`config.mk`:
```
export PLATFORM = sky130hd
export DESIGN_NAME = regbank_top
export DESIGN_NICKNAME = d
export VERILOG_FILES = /design/src/rtl/regbank_pkg.sv /design/src/rtl/regbank_decode.sv /design/src/rtl/regbank_chan.sv /design/src/rtl/regbank_gctl.sv /design/src/rtl/regbank_top.sv
export SDC_FILE = /design/constraint.sdc
export NUM_CORES = 1
export LEC_CHECK = 0
export ABC_AREA = 1
export BUFFER_PORTS_ARGS = -buffer_cell sky130_fd_sc_hd__buf_2
export CAP_MARGIN = 25
export CORE_MARGIN = 5
export CORE_UTILIZATION = 40
export DETAILED_ROUTE_END_ITERATION = 7
export SLEW_MARGIN = 15
export SYNTH_ARGS = -nofsm -noshare
export SYNTH_HDL_FRONTEND = slang
export SYNTH_SLANG_ARGS = --single-unit
```
`constraint.sdc`:
```
create_clock -name clk -period 2.33 [get_ports clk]
set_clock_uncertainty 0.1 [all_clocks]
set_input_delay 0.699 -clock clk [delete_from_list [all_inputs] [get_ports clk]]
set_output_delay 0.699 -clock clk [all_outputs]
set_load 0.01 [all_outputs]
```
`src/rtl/regbank_pkg.sv`:
```
package regbank_pkg;
  localparam logic [7:0] OFS_CTRL = 8'h00;
  localparam logic [7:0] OFS_STAT = 8'h01;
  localparam logic [7:0] OFS_ISR  = 8'h02;
  localparam logic [7:0] OFS_IMR  = 8'h03;
  localparam logic [7:0] OFS_GCTL = 8'h80;

  localparam int unsigned GCTL_FLEX_BIT = 0;
  localparam int unsigned GCTL_T1_BIT   = 1;
  localparam logic [7:0]  GCTL_RESET    = 8'h01;

  typedef enum logic [2:0] {
    SEL_NONE,
    SEL_CTRL,
    SEL_STAT,
    SEL_ISR,
    SEL_IMR,
    SEL_GCTL
  } sel_e;
endpackage

```
`src/rtl/regbank_decode.sv`:
```
module regbank_decode
  import regbank_pkg::*;
#(
  parameter int unsigned NCH = 8,
  parameter int unsigned AW  = 16,
  localparam int unsigned CHW = (NCH > 1) ? $clog2(NCH) : 1
) (
  input  logic [AW-1:0]  addr,
  output sel_e           sel,
  output logic [CHW-1:0] ch
);
  logic [AW-9:0] hi;
  logic [7:0]    lo;

  assign hi = addr[AW-1:8];
  assign lo = addr[7:0];
  assign ch = hi[CHW-1:0];

  always_comb begin
    sel = SEL_NONE;
    if (hi < (AW-8)'(NCH)) begin
      case (lo)
        OFS_CTRL: sel = SEL_CTRL;
        OFS_STAT: sel = SEL_STAT;
        OFS_ISR:  sel = SEL_ISR;
        OFS_IMR:  sel = SEL_IMR;
        default:  sel = SEL_NONE;
      endcase
    end
    if (hi == '0 && lo == OFS_GCTL) sel = SEL_GCTL;
  end
endmodule

```
`src/rtl/regbank_chan.sv`:
```
module regbank_chan #(
  parameter int unsigned DW = 8
) (
  input  logic          clk,
  input  logic          rst,
  input  logic          wr_ctrl,
  input  logic          wr_imr,
  input  logic          rd_isr,
  input  logic [DW-1:0] wdata,
  input  logic [DW-1:0] evt,
  output logic [DW-1:0] ctrl_q,
  output logic [DW-1:0] imr_q,
  output logic [DW-1:0] isr_q,
  output logic          pend
);
  always_ff @(posedge clk) begin
    if (rst) begin
      ctrl_q <= '0;
      imr_q  <= '1;
      isr_q  <= '0;
    end else begin
      if (wr_ctrl) ctrl_q <= wdata;
      if (wr_imr)  imr_q  <= wdata;
      // a coinciding event is ORed in after the clear, so it survives
      isr_q <= (rd_isr ? '0 : isr_q) | evt;
    end
  end

  assign pend = |(isr_q & imr_q);

  assert_mask_reset_R6: assert property (@(posedge clk) disable iff (rst)
    $past(rst) |-> (imr_q == '1 && ctrl_q == '0));

  assert_event_sets_R4: assert property (@(posedge clk) disable iff (rst)
    (evt != '0) |=> ((isr_q & $past(evt)) == $past(evt)));

  assert_sticky_R4: assert property (@(posedge clk) disable iff (rst)
    !rd_isr |=> ((isr_q & $past(isr_q)) == $past(isr_q)));

  assert_read_clears_R4: assert property (@(posedge clk) disable iff (rst)
    (rd_isr && evt == '0) |=> (isr_q == '0));

  assert_event_wins_R5: assert property (@(posedge clk) disable iff (rst)
    (rd_isr && evt != '0) |=> (isr_q == $past(evt)));
endmodule

```
`src/rtl/regbank_gctl.sv`:
```
module regbank_gctl
  import regbank_pkg::*;
#(
  parameter int unsigned NCH = 8,
  parameter int unsigned DW  = 8
) (
  input  logic           clk,
  input  logic           rst,
  input  logic           wr,
  input  logic [DW-1:0]  wdata,
  input  logic [NCH-1:0] own_t1,
  output logic [DW-1:0]  gctl_q,
  output logic [NCH-1:0] mode_t1
);
  logic [NCH-1:0] mode_nxt;

  always_ff @(posedge clk) begin
    if (rst) gctl_q <= DW'(GCTL_RESET);
    else if (wr) gctl_q <= wdata;
  end

  always_comb begin
    if (gctl_q[GCTL_FLEX_BIT]) mode_nxt = own_t1;
    else                       mode_nxt = {NCH{gctl_q[GCTL_T1_BIT]}};
  end

  always_ff @(posedge clk) begin
    if (rst) mode_t1 <= '0;
    else     mode_t1 <= mode_nxt;
  end

  assert_flex_follows_own_R9: assert property (@(posedge clk) disable iff (rst)
    $past(gctl_q[GCTL_FLEX_BIT]) |-> (mode_t1 == $past(own_t1)));

  assert_fixed_shared_R9: assert property (@(posedge clk) disable iff (rst)
    !$past(gctl_q[GCTL_FLEX_BIT]) |-> (mode_t1 == {NCH{$past(gctl_q[GCTL_T1_BIT])}}));

  assert_reset_e1_flex_R8: assert property (@(posedge clk) disable iff (rst)
    $past(rst) |-> (gctl_q[GCTL_FLEX_BIT] && mode_t1 == '0));
endmodule

```
`src/rtl/regbank_top.sv`:
```
module regbank_top
  import regbank_pkg::*;
#(
  parameter int unsigned NCH = 8,
  parameter int unsigned DW  = 8,
  parameter int unsigned AW  = 16,
  localparam int unsigned CHW = (NCH > 1) ? $clog2(NCH) : 1
) (
  input  logic              clk,
  input  logic              rst,
  input  logic              rd_en,
  input  logic              wr_en,
  input  logic [AW-1:0]     addr,
  input  logic [DW-1:0]     wdata,
  output logic [DW-1:0]     rdata,
  input  logic [NCH*DW-1:0] stat_in,
  input  logic [NCH*DW-1:0] evt_in,
  output logic              irq_n,
  output logic [NCH-1:0]    mode_t1
);
  sel_e           sel;
  logic [CHW-1:0] ch;
  logic [DW-1:0]  ctrl_a [NCH];
  logic [DW-1:0]  imr_a  [NCH];
  logic [DW-1:0]  isr_a  [NCH];
  logic [DW-1:0]  stat_a [NCH];
  logic [NCH-1:0] pend_v;
  logic [NCH-1:0] own_t1;
  logic [DW-1:0]  gctl_q;
  logic [DW-1:0]  rd_nxt;

  regbank_decode #(.NCH(NCH), .AW(AW)) u_dec (
    .addr (addr),
    .sel  (sel),
    .ch   (ch)
  );

  for (genvar c = 0; c < NCH; c++) begin : g_ch
    logic hit;
    assign hit       = (ch == CHW'(c));
    assign stat_a[c] = stat_in[c*DW +: DW];
    assign own_t1[c] = ctrl_a[c][0];

    regbank_chan #(.DW(DW)) u_chan (
      .clk     (clk),
      .rst     (rst),
      .wr_ctrl (wr_en && sel == SEL_CTRL && hit),
      .wr_imr  (wr_en && sel == SEL_IMR && hit),
      .rd_isr  (rd_en && sel == SEL_ISR && hit),
      .wdata   (wdata),
      .evt     (evt_in[c*DW +: DW]),
      .ctrl_q  (ctrl_a[c]),
      .imr_q   (imr_a[c]),
      .isr_q   (isr_a[c]),
      .pend    (pend_v[c])
    );
  end

  regbank_gctl #(.NCH(NCH), .DW(DW)) u_gctl (
    .clk     (clk),
    .rst     (rst),
    .wr      (wr_en && sel == SEL_GCTL),
    .wdata   (wdata),
    .own_t1  (own_t1),
    .gctl_q  (gctl_q),
    .mode_t1 (mode_t1)
  );

  always_comb begin
    case (sel)
      SEL_CTRL: rd_nxt = ctrl_a[ch];
      SEL_STAT: rd_nxt = stat_a[ch];
      SEL_ISR:  rd_nxt = isr_a[ch];
      SEL_IMR:  rd_nxt = imr_a[ch];
      SEL_GCTL: rd_nxt = gctl_q;
      default:  rd_nxt = '0;
    endcase
  end

  always_ff @(posedge clk) begin
    if (rst) begin
      rdata <= '0;
      irq_n <= 1'b1;
    end else begin
      if (rd_en) rdata <= rd_nxt;
      irq_n <= ~|pend_v;
    end
  end

  assert_irq_tracks_R7: assert property (@(posedge clk) disable iff (rst)
    1'b1 |=> (irq_n == !$past(|pend_v)));

  assert_unmapped_zero_R10: assert property (@(posedge clk) disable iff (rst)
    (rd_en && sel == SEL_NONE) |=> (rdata == '0));

  assert_irq_reset_R7: assert property (@(posedge clk) disable iff (rst)
    $past(rst) |-> irq_n);
endmodule

```
* Word level (Yosys, flattened, before mapping) *
Index checks and enable logic that the tools add are counted.

cells by class
  bitwise operators = 17
  equality and inequality tests = 16
  mux-type cells = 25
  $lt $le $gt $ge = 2
  reductions and logical operators = 34

operator list
  kind                                                                          number
  8-bit two-way mux                                                             17
  8-bit binary-select mux with 3-bit select                                     4
  8-bit AND                                                                     8
  8-bit OR                                                                      8
  64-bit OR reduction                                                           1
  8-bit one-hot mux with 5 select lines                                         1
  1-bit logical AND                                                             29
  3-bit equality test, second input constant                                    6
  8-bit by 2-bit equality test with 1-bit output, second input constant         2
  8-bit zero test                                                               2
  3-bit by 2-bit equality test with 1-bit output, second input constant         4
  3-bit one-hot mux with 4 select lines                                         1
  8-bit by 1-bit equality test with 1-bit output, second input constant         1
  8-bit equality test, second input constant                                    1
  8-bit by 4-bit less-than comparator with 1-bit output, second input constant  1
  3-bit by 1-bit equality test with 1-bit output, second input constant         2
  3-bit two-way mux                                                             2
  4-bit greater-or-equal comparator, second input constant                      1
  3-bit inverter with 4-bit output                                              1
  3-bit zero test                                                               1
  1-bit zero test                                                               1

storage, ports and cells
  bits of input ports = 156
  register bits = 217
  output and inout bits = 17
  logic and storage cells = 122

* Logic depth before layout (Yosys ltp) *
Gate-level depths: netlist of the first run.

  depth after elaboration = 9
  mapped depth = 12
  gate-level depth less buffers = 11

* Modules after synthesis *
A second synthesis of the first run with hierarchy kept.

unflattened totals
  cells, all modules = 1684
  area, all modules = 10779.1 um2

by module, submodules not included
  module          area an instance (um2)  seq. area each (um2)  cells each  instances
  regbank_chan    870.8                   480.5                 110         8
  regbank_top     3105.5                  180.2                 706         1
  regbank_gctl    536.8                   320.3                 62          1
  regbank_decode  170.2                   0.0                   36          1

* Worst setup path before layout of the first run *
OpenSTA, ideal clock, no wires.

  path kind = input-to-reg
  from = in addr[5]
  to = reg g_ch[1].u_chan.ctrl_q[4]
  setup time = 0.116 ns
  stages on the path = 10
  buffers on the path = 2
  slack = 0.257 ns
  data arrival time = 1.856 ns
  required time = 2.114 ns
  path through = nor2_1 > nand2_1 > nor2_2 > nand2_2 > nor3_4 > buf_6 > nand2_4 > buf_6 > o21ai_1 > a21oi_1

on the way
  word-level cells in the longest chain between the ends = 7
  elaborated cells between the ends (all ways) = 12
  those cells by class = eq/ne: 5; mux: 3; reduce/logical: 4

ends and longest elaborated chain
  what                                                                    RTL line              source
  start: declaration                                                      regbank_top.sv:13     input logic [AW-1:0] addr,
  8-bit by 2-bit equality test with 1-bit output (tied with other cells)  regbank_decode.sv:22  case (lo)
  3-bit one-hot mux with 4 select lines                                   regbank_decode.sv:22
  3-bit two-way mux                                                       regbank_decode.sv:21  if (hi < (AW-8)'(NCH)) begin
  3-bit two-way mux *                                                     regbank_decode.sv:30  if (hi == '0 && lo == OFS_GCTL) sel = SEL_GCTL;
  3-bit by 1-bit equality test with 1-bit output *                        regbank_top.sv:47     .wr_ctrl (wr_en && sel == SEL_CTRL && hit),
  1-bit logical AND * (2 in series)                                       regbank_top.sv:47
  end signal: assignment                                                  regbank_chan.sv:22    if (wr_ctrl) ctrl_q <= wdata;
  end: declaration                                                        regbank_chan.sv:11    output logic [DW-1:0] ctrl_q,

Every way passes the cells marked *; elsewhere a longest branch is shown, timed or not.
A chain may end at the register's enable or synchronous reset.

* Worst setup path after layout of the first run *
  from = in addr[8]
  to = reg rdata[4]

on the way
  word-level cells in the longest chain between the ends = 5
  elaborated cells between the ends (all ways) = 24
  those cells by class = order compare: 1; eq/ne: 5; mux: 15; bitwise: 1; reduce/logical: 2

ends and longest elaborated chain
  what                                                                           RTL line              source
  8-bit by 4-bit less-than comparator with 1-bit output (tied with other cells)  regbank_decode.sv:21
  3-bit two-way mux (tied with other cells)                                      regbank_decode.sv:21
  3-bit two-way mux (tied with other cells)                                      regbank_decode.sv:30
  3-bit equality test (tied with other cells)                                    regbank_top.sv:70     case (sel)
  8-bit one-hot mux with 5 select lines *                                        regbank_top.sv:70
  end signal: assignment                                                         regbank_top.sv:85     if (rd_en) rdata <= rd_nxt;
  end: declaration                                                               regbank_top.sv:15     output logic [DW-1:0] rdata,

Every way passes the cells marked *; elsewhere a longest branch is shown, timed or not. The select of a mux whose other input is x is not followed.

==> results of run 1 <==
power by group through the flow:
| stage | clock [mW] | sequential [mW] | combinational (mW) |
|---|---|---|---|
| floorplan | 0 | 3.91 | 0.552 |
| global placement | 0 | 3.93 | 0.956 |
| detailed placement | 0 | 3.94 | 0.958 |
| CTS | 3.96 | 3.85 | 0.962 |
| global route | 4.12 | 3.86 | 1.08 |
| finish | 3.89 | 3.85 | 0.963 |
flip-flops by register name (all words and copies together) (netlist names):
register            count
rdata                   8
g_ch.u_chan.isr_q      64
u_gctl.gctl_q           8
g_ch.u_chan.ctrl_q     64
irq_n                   1
u_gctl.mode_t1          8
g_ch.u_chan.imr_q      64
final cells by class:
class | instances | area, um2 | share of cell area (%)
flip-flops and latches | 217 | 4340 | 32.0
multi-input cells | 1236 | 5460 | 40.3
clock buffers | 36 | 697 | 5.14
well taps | 378 | 473 | 3.49
inverters | 223 | 837 | 6.17
clock inverters | 9 | 106 | 0.784
repair buffers | 244 | 1640 | 12.1
metrics by stage:
stage               setup slack [ps]  util (%)  hold WS (ps)  area (um2)
floorplan                        257         -           324       11100
global placement                -200      46.2           337       12800
detailed placement              -204      46.2           341       12800
CTS                              344      49.1           255       13600
global route                     178      49.1           266       13600
finish                           326      49.1           278       13600
layer usage:
layer	vias up	global-route usage [%]	share of wire (%)
met2	391	39.1	46
met5	-	0	0
met4	0	8.38	4.0
met1	5314	32.4	44
li1	5911	-	-
met3	97	2.78	6.1
worst max path at each step:
| stage | start | end | slack [ps] | depth (start not counted) |
|---|---|---|---|---|
| after floorplan | addr[5] | g_ch[1].u_chan.ctrl_q[4] | 260 | 10 |
| after global placement | addr[8] | rdata[1] | -200 | 13 |
| after detailed placement | addr[8] | rdata[2] | -200 | 13 |
| after CTS | addr[8] | rdata[2] | 340 | 13 |
| after global routing | addr[8] | rdata[7] | 180 | 13 |
| final | addr[8] | rdata[4] | 330 | 13 |
layout by cell type, fill, tap and decap left out, drive strengths merged:
cell type,Yosys,routed
a221oi,2,2
o211ai,65,65
clkinv,3,8
buf,58,244
nor4,6,6
a21oi,151,151
dfxtp,217,217
o21ai,84,84
o21bai,8,8
nand3,63,63
bufinv,0,2
nand2,663,663
nor2,164,164
nand3b,1,1
or2,2,2
nand4,10,10
o22ai,8,8
nor3,6,6
inv,220,222
a22o,1,1
clkbuf,37,36
o2111ai,2,2
kinds of logic (layout without fill, tap and decap cells):
| family | count (synthesis) | count (layout) | share of synthesized area, % |
|---|---|---|---|
| AOI/OAI and AO/OA | 321 | 321 | 16.4 |
| buffers and inverters | 318 | 512 | 11.8 |
| DFF | 217 | 217 | 39.1 |
| and+or+nand+nor | 915 | 915 | 32.8 |
critical path, delay by kind of cell:
kind,cells,cell delay (ps)
AO/OA/AOI/OAI,2,230
buffers and inverters,4,750
AND/OR/NAND/NOR,7,610
==> key figures, run 1 <==
Yosys
  – Gate Count Post-Synth: around 1,800
  – Seq/Total Area, Yosys: just under 40%
  – Post-Syn Area: 0.0111 mm2
  – Dominant cell type by area after synthesis: dfxtp_1
  – Syn Nets: 1,927
  – Post-synth EDFFs: 0
  – Synth top area cells: dfxtp_1 39%, nand2_1 22%, inv_1 7.3%
  – Distinct cell type count after synthesis: 32
  – Avg Cell Area, Syn: 6.28 um2
  – Synth Warn #: 0
  – Seq cells post-synth: 217
  – Count leader, synth: nand2_1
  – Ys flop type: dfxtp_1
  – Synth top area share: 39.1%
  – Async SR Flop Fraction: 0%
  – Most instantiated cells after synthesis: 658 x nand2_1, 217 x dfxtp_1, 217 x inv_1

Power and ir drop
  – Peak supply drop: 631 uV
  – Pwr dens: roughly 640 mW/mm2
  – Clock share of power: approximately 45%
  – Leak Pwr: ~7.4 nW
  – Tot Pwr: between 8 and 9 mW
  – Logic pwr share: 11.1%
  – NetSw: ~2.2 mW
  – Sw Share: between 20% and 30%
  – Int Pwr: between 6 and 7 mW
  – Sequential Power Share: around 44%

Global route
  – Global-route wire length before repair: 59,200 um
  – Initial antenna violation count: 0
  – Number of global-route vias before repair: around 11,000
  – Largest net degree at the start of global routing: 89
  – Congestion Overflow GR: 0
  – Tot GR Track Use: between 20% and 30%

Setup path
  – CP peak stage delay: around 250 ps
  – CP cell instances: buf_4 > inv_2 > buf_4 > buf_12 > nand2_1 > nand2_1 > nand2_1 > nand2_1 > nand2_1 > nand3_1 > nand3_1 > o21bai_1 > a21oi_1
  – Startpoint Class: input port
  – Slowest-stage cell, CP: buf_4
  – Reg-to-Reg Start: g_ch[3].u_chan.isr_q[5]
  – Critical path fanouts, max: 21
  – Setup Crit Path Kind: in -> reg
  – Arrival time worst endpoint: between 2000 and 2500 ps
  – R2R Setup Slk: approximately 800 ps
  – Worst Setup End Kind: register
  – Reg2Reg Capture Point: irq_n
  – Crit path top cell by count: nand2_1
  – Reg2reg path depth: 7
  – Worst path required time: between 2000 and 3000 ps

Min path
  – Worst Hold Class: in -> reg
  – Min-delay src: evt_in[1]
  – Hold Path Depth: 3
  – Hold Path End: g_ch[0].u_chan.isr_q[1]

Place
  – HPWL after detailed placement: between 20,000 and 30,000 um
  – Dpl cells: between 2,000 and 2,500
  – RePlAce Congestion: just under 1
  – Port buffer count: 172

STA
  – Final slew viol count: 0
  – Worst Max-Slew Pin Slew: a little under 600 ps
  – Period utilization: between 80% and 90%
  – Peak Freq: approximately 0.5 GHz
  – Total negative slack: 0 ps
  – Hold Violations, Final: 0
  – Setup violators final: 0
  – Unrepaired setup endpoints after global routing: false
  – Slew headroom: between 60% and 70%
  – Tmin final: 2000 ps

Clocking
  – PostCTS Resize Cnt: 0
  – Clk buf depth: 3
  – Clk Tree Root Cell: clkbuf_16
  – # hold bufs at CTS: 0
  – CTS sink cnt: between 200 and 250
  – Post-CTS Setup Bufs: 0
  – Worst-Skew Late Latency: approximately 520 ps
  – H-Tree Depth: 1
  – CTS tree: done
  – TritonCTS buffer count: 25
  – Clock transition at path regs: roughly 60 ps

Floorplan
  – DIE HEIGHT: between 150 and 200 um
  – Rows: 61
  – Core Region: between 0.02 and 0.03 mm2
  – IO Count: 173
  – Starting density of the core: just over 40%
  – Die width: 177 um
  – Die area: about 0.031 mm2

Run status
  – Outcome: completed

Layout
  – Number of fill cells: roughly 2,900
  – Share of cells above drive strength 1: between 15 and 20%
  – Ant diodes: 0
  – Fin nets: between 2,000 and 2,500
  – Area grow syn2layout: 22.0%
  – Layout Cells excl Fill: roughly 2,300

Detailed routing
  – Initial DRC count: between 900 and 1,000
  – Total number of vias: 11,700
  – DRC: 0
  – Post-route ant nets: 0
  – First-pass iteration count of the detailed router: 6
  – Vias per Instance: 5.00
  – Routed wire length: ~38,000 um
  – WL/cell: 16.3 um

Job
  – # Max-Cap Violations: 0
(Power assumes the default switching activity.)
==> run 2: changes to the inputs <==
Settings changed: MAX_ROUTING_LAYER set to met4.
==> run 2 against run 1 <==
Maximum frequency rose by 0.55%. Combinational power fell by 0.4%. Clock power grew 1%. Cell count about the same. Largest power group unchanged.
==> key figures, run 2 (synthesis results as in run 1) <==
STA
  – Hold Violations, Final: 0 (unchanged)
  – Tmin final: 1990 ps (-10.9 ps)
  – Period utilization: 85.5% (-0.47 points)
  – Final slew viol count: 0 (unchanged)
  – Total negative slack: 0 ps (unchanged)
  – Worst Max-Slew Pin Slew: 611 ps (+24.5 ps)
  – Slew headroom: 59.2% (-1.6 points)
  – Hold slack: 282 ps (+4.59 ps)
  – Peak Freq: 0.502 GHz (+0.55%)
  – Unrepaired setup endpoints after global routing: false
  – Setup WS post-layout: 337 ps (+10.9 ps)
  – Setup violators final: 0 (unchanged)

Detailed routing
  – Vias per Instance: 4.95 (-0.96%)
  – Post-route ant nets: 0 (unchanged)
  – DRC: 0 (unchanged)
  – First-pass iteration count of the detailed router: 5 (-1)
  – Initial DRC count: 943 (-3.8%)
  – Routed wire length: 38,200 um (about the same)
  – WL/cell: 16.3 um (about the same)
  – Total number of vias: 11,600 (-1.0%)

Job
  – # Max-Cap Violations: 0 (unchanged)

Power and ir drop
  – Leak Pwr: 7.40 nW (about the same)
  – Peak supply drop: 588 uV (-6.8%)
  – Pwr dens: 644 mW/mm2 (+0.40%)

Floorplan
  – IO Count: 173 (unchanged)
  – Die area: 0.0312 mm2 (unchanged)
  – DIE HEIGHT: 177 um (unchanged)
  – Die width: 177 um (unchanged)
  – Starting density of the core: 40.2% (unchanged)
  – Core Region: 0.0276 mm2 (unchanged)
  – Rows: 61 (unchanged)

Setup path
  – Startpoint Class: input port
  – Worst Setup End Kind: register
  – Reg2Reg Capture Point: irq_n
  – Critical path fanouts, max: 19 (-9.5%)
  – Reg2reg path depth: 7 (unchanged)
  – Worst path required time: 2630 ps (about the same)
  – R2R Setup Slk: 850 ps (+30 ps)
  – Arrival time worst endpoint: 2290 ps (about the same)
  – Setup Crit Path Kind: in -> reg
  – Reg-to-Reg Start: g_ch[3].u_chan.imr_q[4]

Layout
  – Ant diodes: 0 (unchanged)
  – Most frequent cells in the layout: 658 x nand2_1, 217 x dfxtp_1, 216 x inv_1
  – Finished Core Util: 49.1% (about the same)
  – Largest regs: g_ch.u_chan.ctrl_q: 64 flops, g_ch.u_chan.imr_q: 64 flops, g_ch.u_chan.isr_q: 64 flops
  – Most common cell after layout, fill and taps aside: nand2_1
  – Share of cells above drive strength 1: 15.3% (+0.12 points)
  – Fin nets: 2,102 (-0.048%)
  – Area grow syn2layout: 22.0% (about the same)

Clocking
  – PostCTS Resize Cnt: 0 (unchanged)
  – Worst-Skew Late Latency: 520 ps (about the same)
  – CTS tree: done
  – # hold bufs at CTS: 0 (unchanged)
  – TritonCTS buffer count: 24 (-4.0%)
  – CTS sink cnt: 217 (unchanged)
  – Clk buf depth: 3 (unchanged)
  – Clock transition at path regs: 60 ps (about the same)
  – Clk Tree Root Cell: clkbuf_16
  – Post-CTS Setup Bufs: 0 (unchanged)
  – H-Tree Depth: 1 (unchanged)

Global route
  – Congestion Overflow GR: 0 (unchanged)
  – Initial antenna violation count: 0 (unchanged)
  – Largest net degree at the start of global routing: 66 (-26%)
  – Number of global-route vias before repair: 11,000 (-0.61%)
  – Tot GR Track Use: 24.5% (+0.76 points)
  – Global-route wire length before repair: 59,400 um (+0.29%)

Min path
  – Hold Path Depth: 3 (unchanged)
  – Hold Path End: g_ch[1].u_chan.isr_q[1]
  – Min-delay src: evt_in[9]
  – Worst Hold Class: in -> reg

Place
  – HPWL after detailed placement: 28,500 um (+1.6%)
  – RePlAce Congestion: 0.981 (+1.2%)
  – DP Worst Slack: -203 ps (+0.699 ps)
  – Port buffer count: 172 (unchanged)

Run status
  – Outcome: completed
run 2: changes by cell type in the layout (fill, tap and decap cells not counted):
| cell | previous run | this run |
|---|---|---|
| clkbuf_1 | 8 | 4 |
| buf_4 | 54 | 55 |
| clkinv_4 | 1 | 0 |
| clkinvlp_4 | 0 | 2 |
| inv_6 | 2 | 0 |
| buf_12 | 19 | 18 |
| clkbuf_8 | 3 | 6 |
run 2: through the flow:
| stage | instances | instance area, um2 | total power [mW] |
|---|---|---|---|
| floorplan | 1771 | 11100 | 4.46 |
| global placement | 2298 | 12700 | 4.88 |
| detailed placement | 2298 | 12700 | 4.89 |
| CTS | 2341 | 13600 | 8.82 |
| global route | 2341 | 13600 | 9.11 |
| finish | 2341 | 13600 | 8.74 |
run 2: final cells by class:
| class | instances | area [um2] |
|---|---|---|
| Fill cell | 2927 | 14100 |
| Multi-Input combinational cell | 1236 | 5460 |
| Sequential cell | 217 | 4340 |
| Timing Repair Buffer | 244 | 1630 |
| Inverter | 223 | 837 |
| Clock buffer | 35 | 723 |
| Tap cell | 378 | 473 |
| Clock inverter | 8 | 95.1 |
run 2: layer usage:
| layer | GRT usage [%] | part of all wire (%) | vias to the layer above |
|---|---|---|---|
| met4 | 8.51 | 3.8 | 0 |
| met2 | 40.1 | 47 | 333 |
| met1 | 31.6 | 44 | 5278 |
| li1 | - | - | 5908 |
| met3 | 2.95 | 5.2 | 72 |
| met5 | - | 0 | - |
run 2: worst max path at each step:
| stage | from | end | slack [ps] | cells past startpoint |
|---|---|---|---|---|
| after floorplan | addr[5] | g_ch[1].u_chan.ctrl_q[4] | 260 | 10 |
| after global placement | addr[8] | rdata[1] | -190 | 13 |
| after detailed placement | addr[8] | rdata[1] | -200 | 13 |
| after CTS | addr[8] | rdata[1] | 350 | 13 |
| after global routing | addr[8] | rdata[1] | 160 | 13 |
| final | addr[8] | rdata[4] | 340 | 13 |
run 2: worst max-delay path: stages:
cell	delay (ps)
buf_4	140
inv_2	140
buf_4	300
buf_12	180
nand2_1	60
nand2_1	50
nand2_1	60
nand2_1	70
nand2_1	50
nand3_1	160
nand3_1	130
o21bai_1	170
a21oi_1	80
run 2: report_power, final:
part           internal, mW  switching [mW]
sequential             3.79          0.0623
combinational         0.356           0.603
clock                  2.37            1.56
total                  6.51            2.22
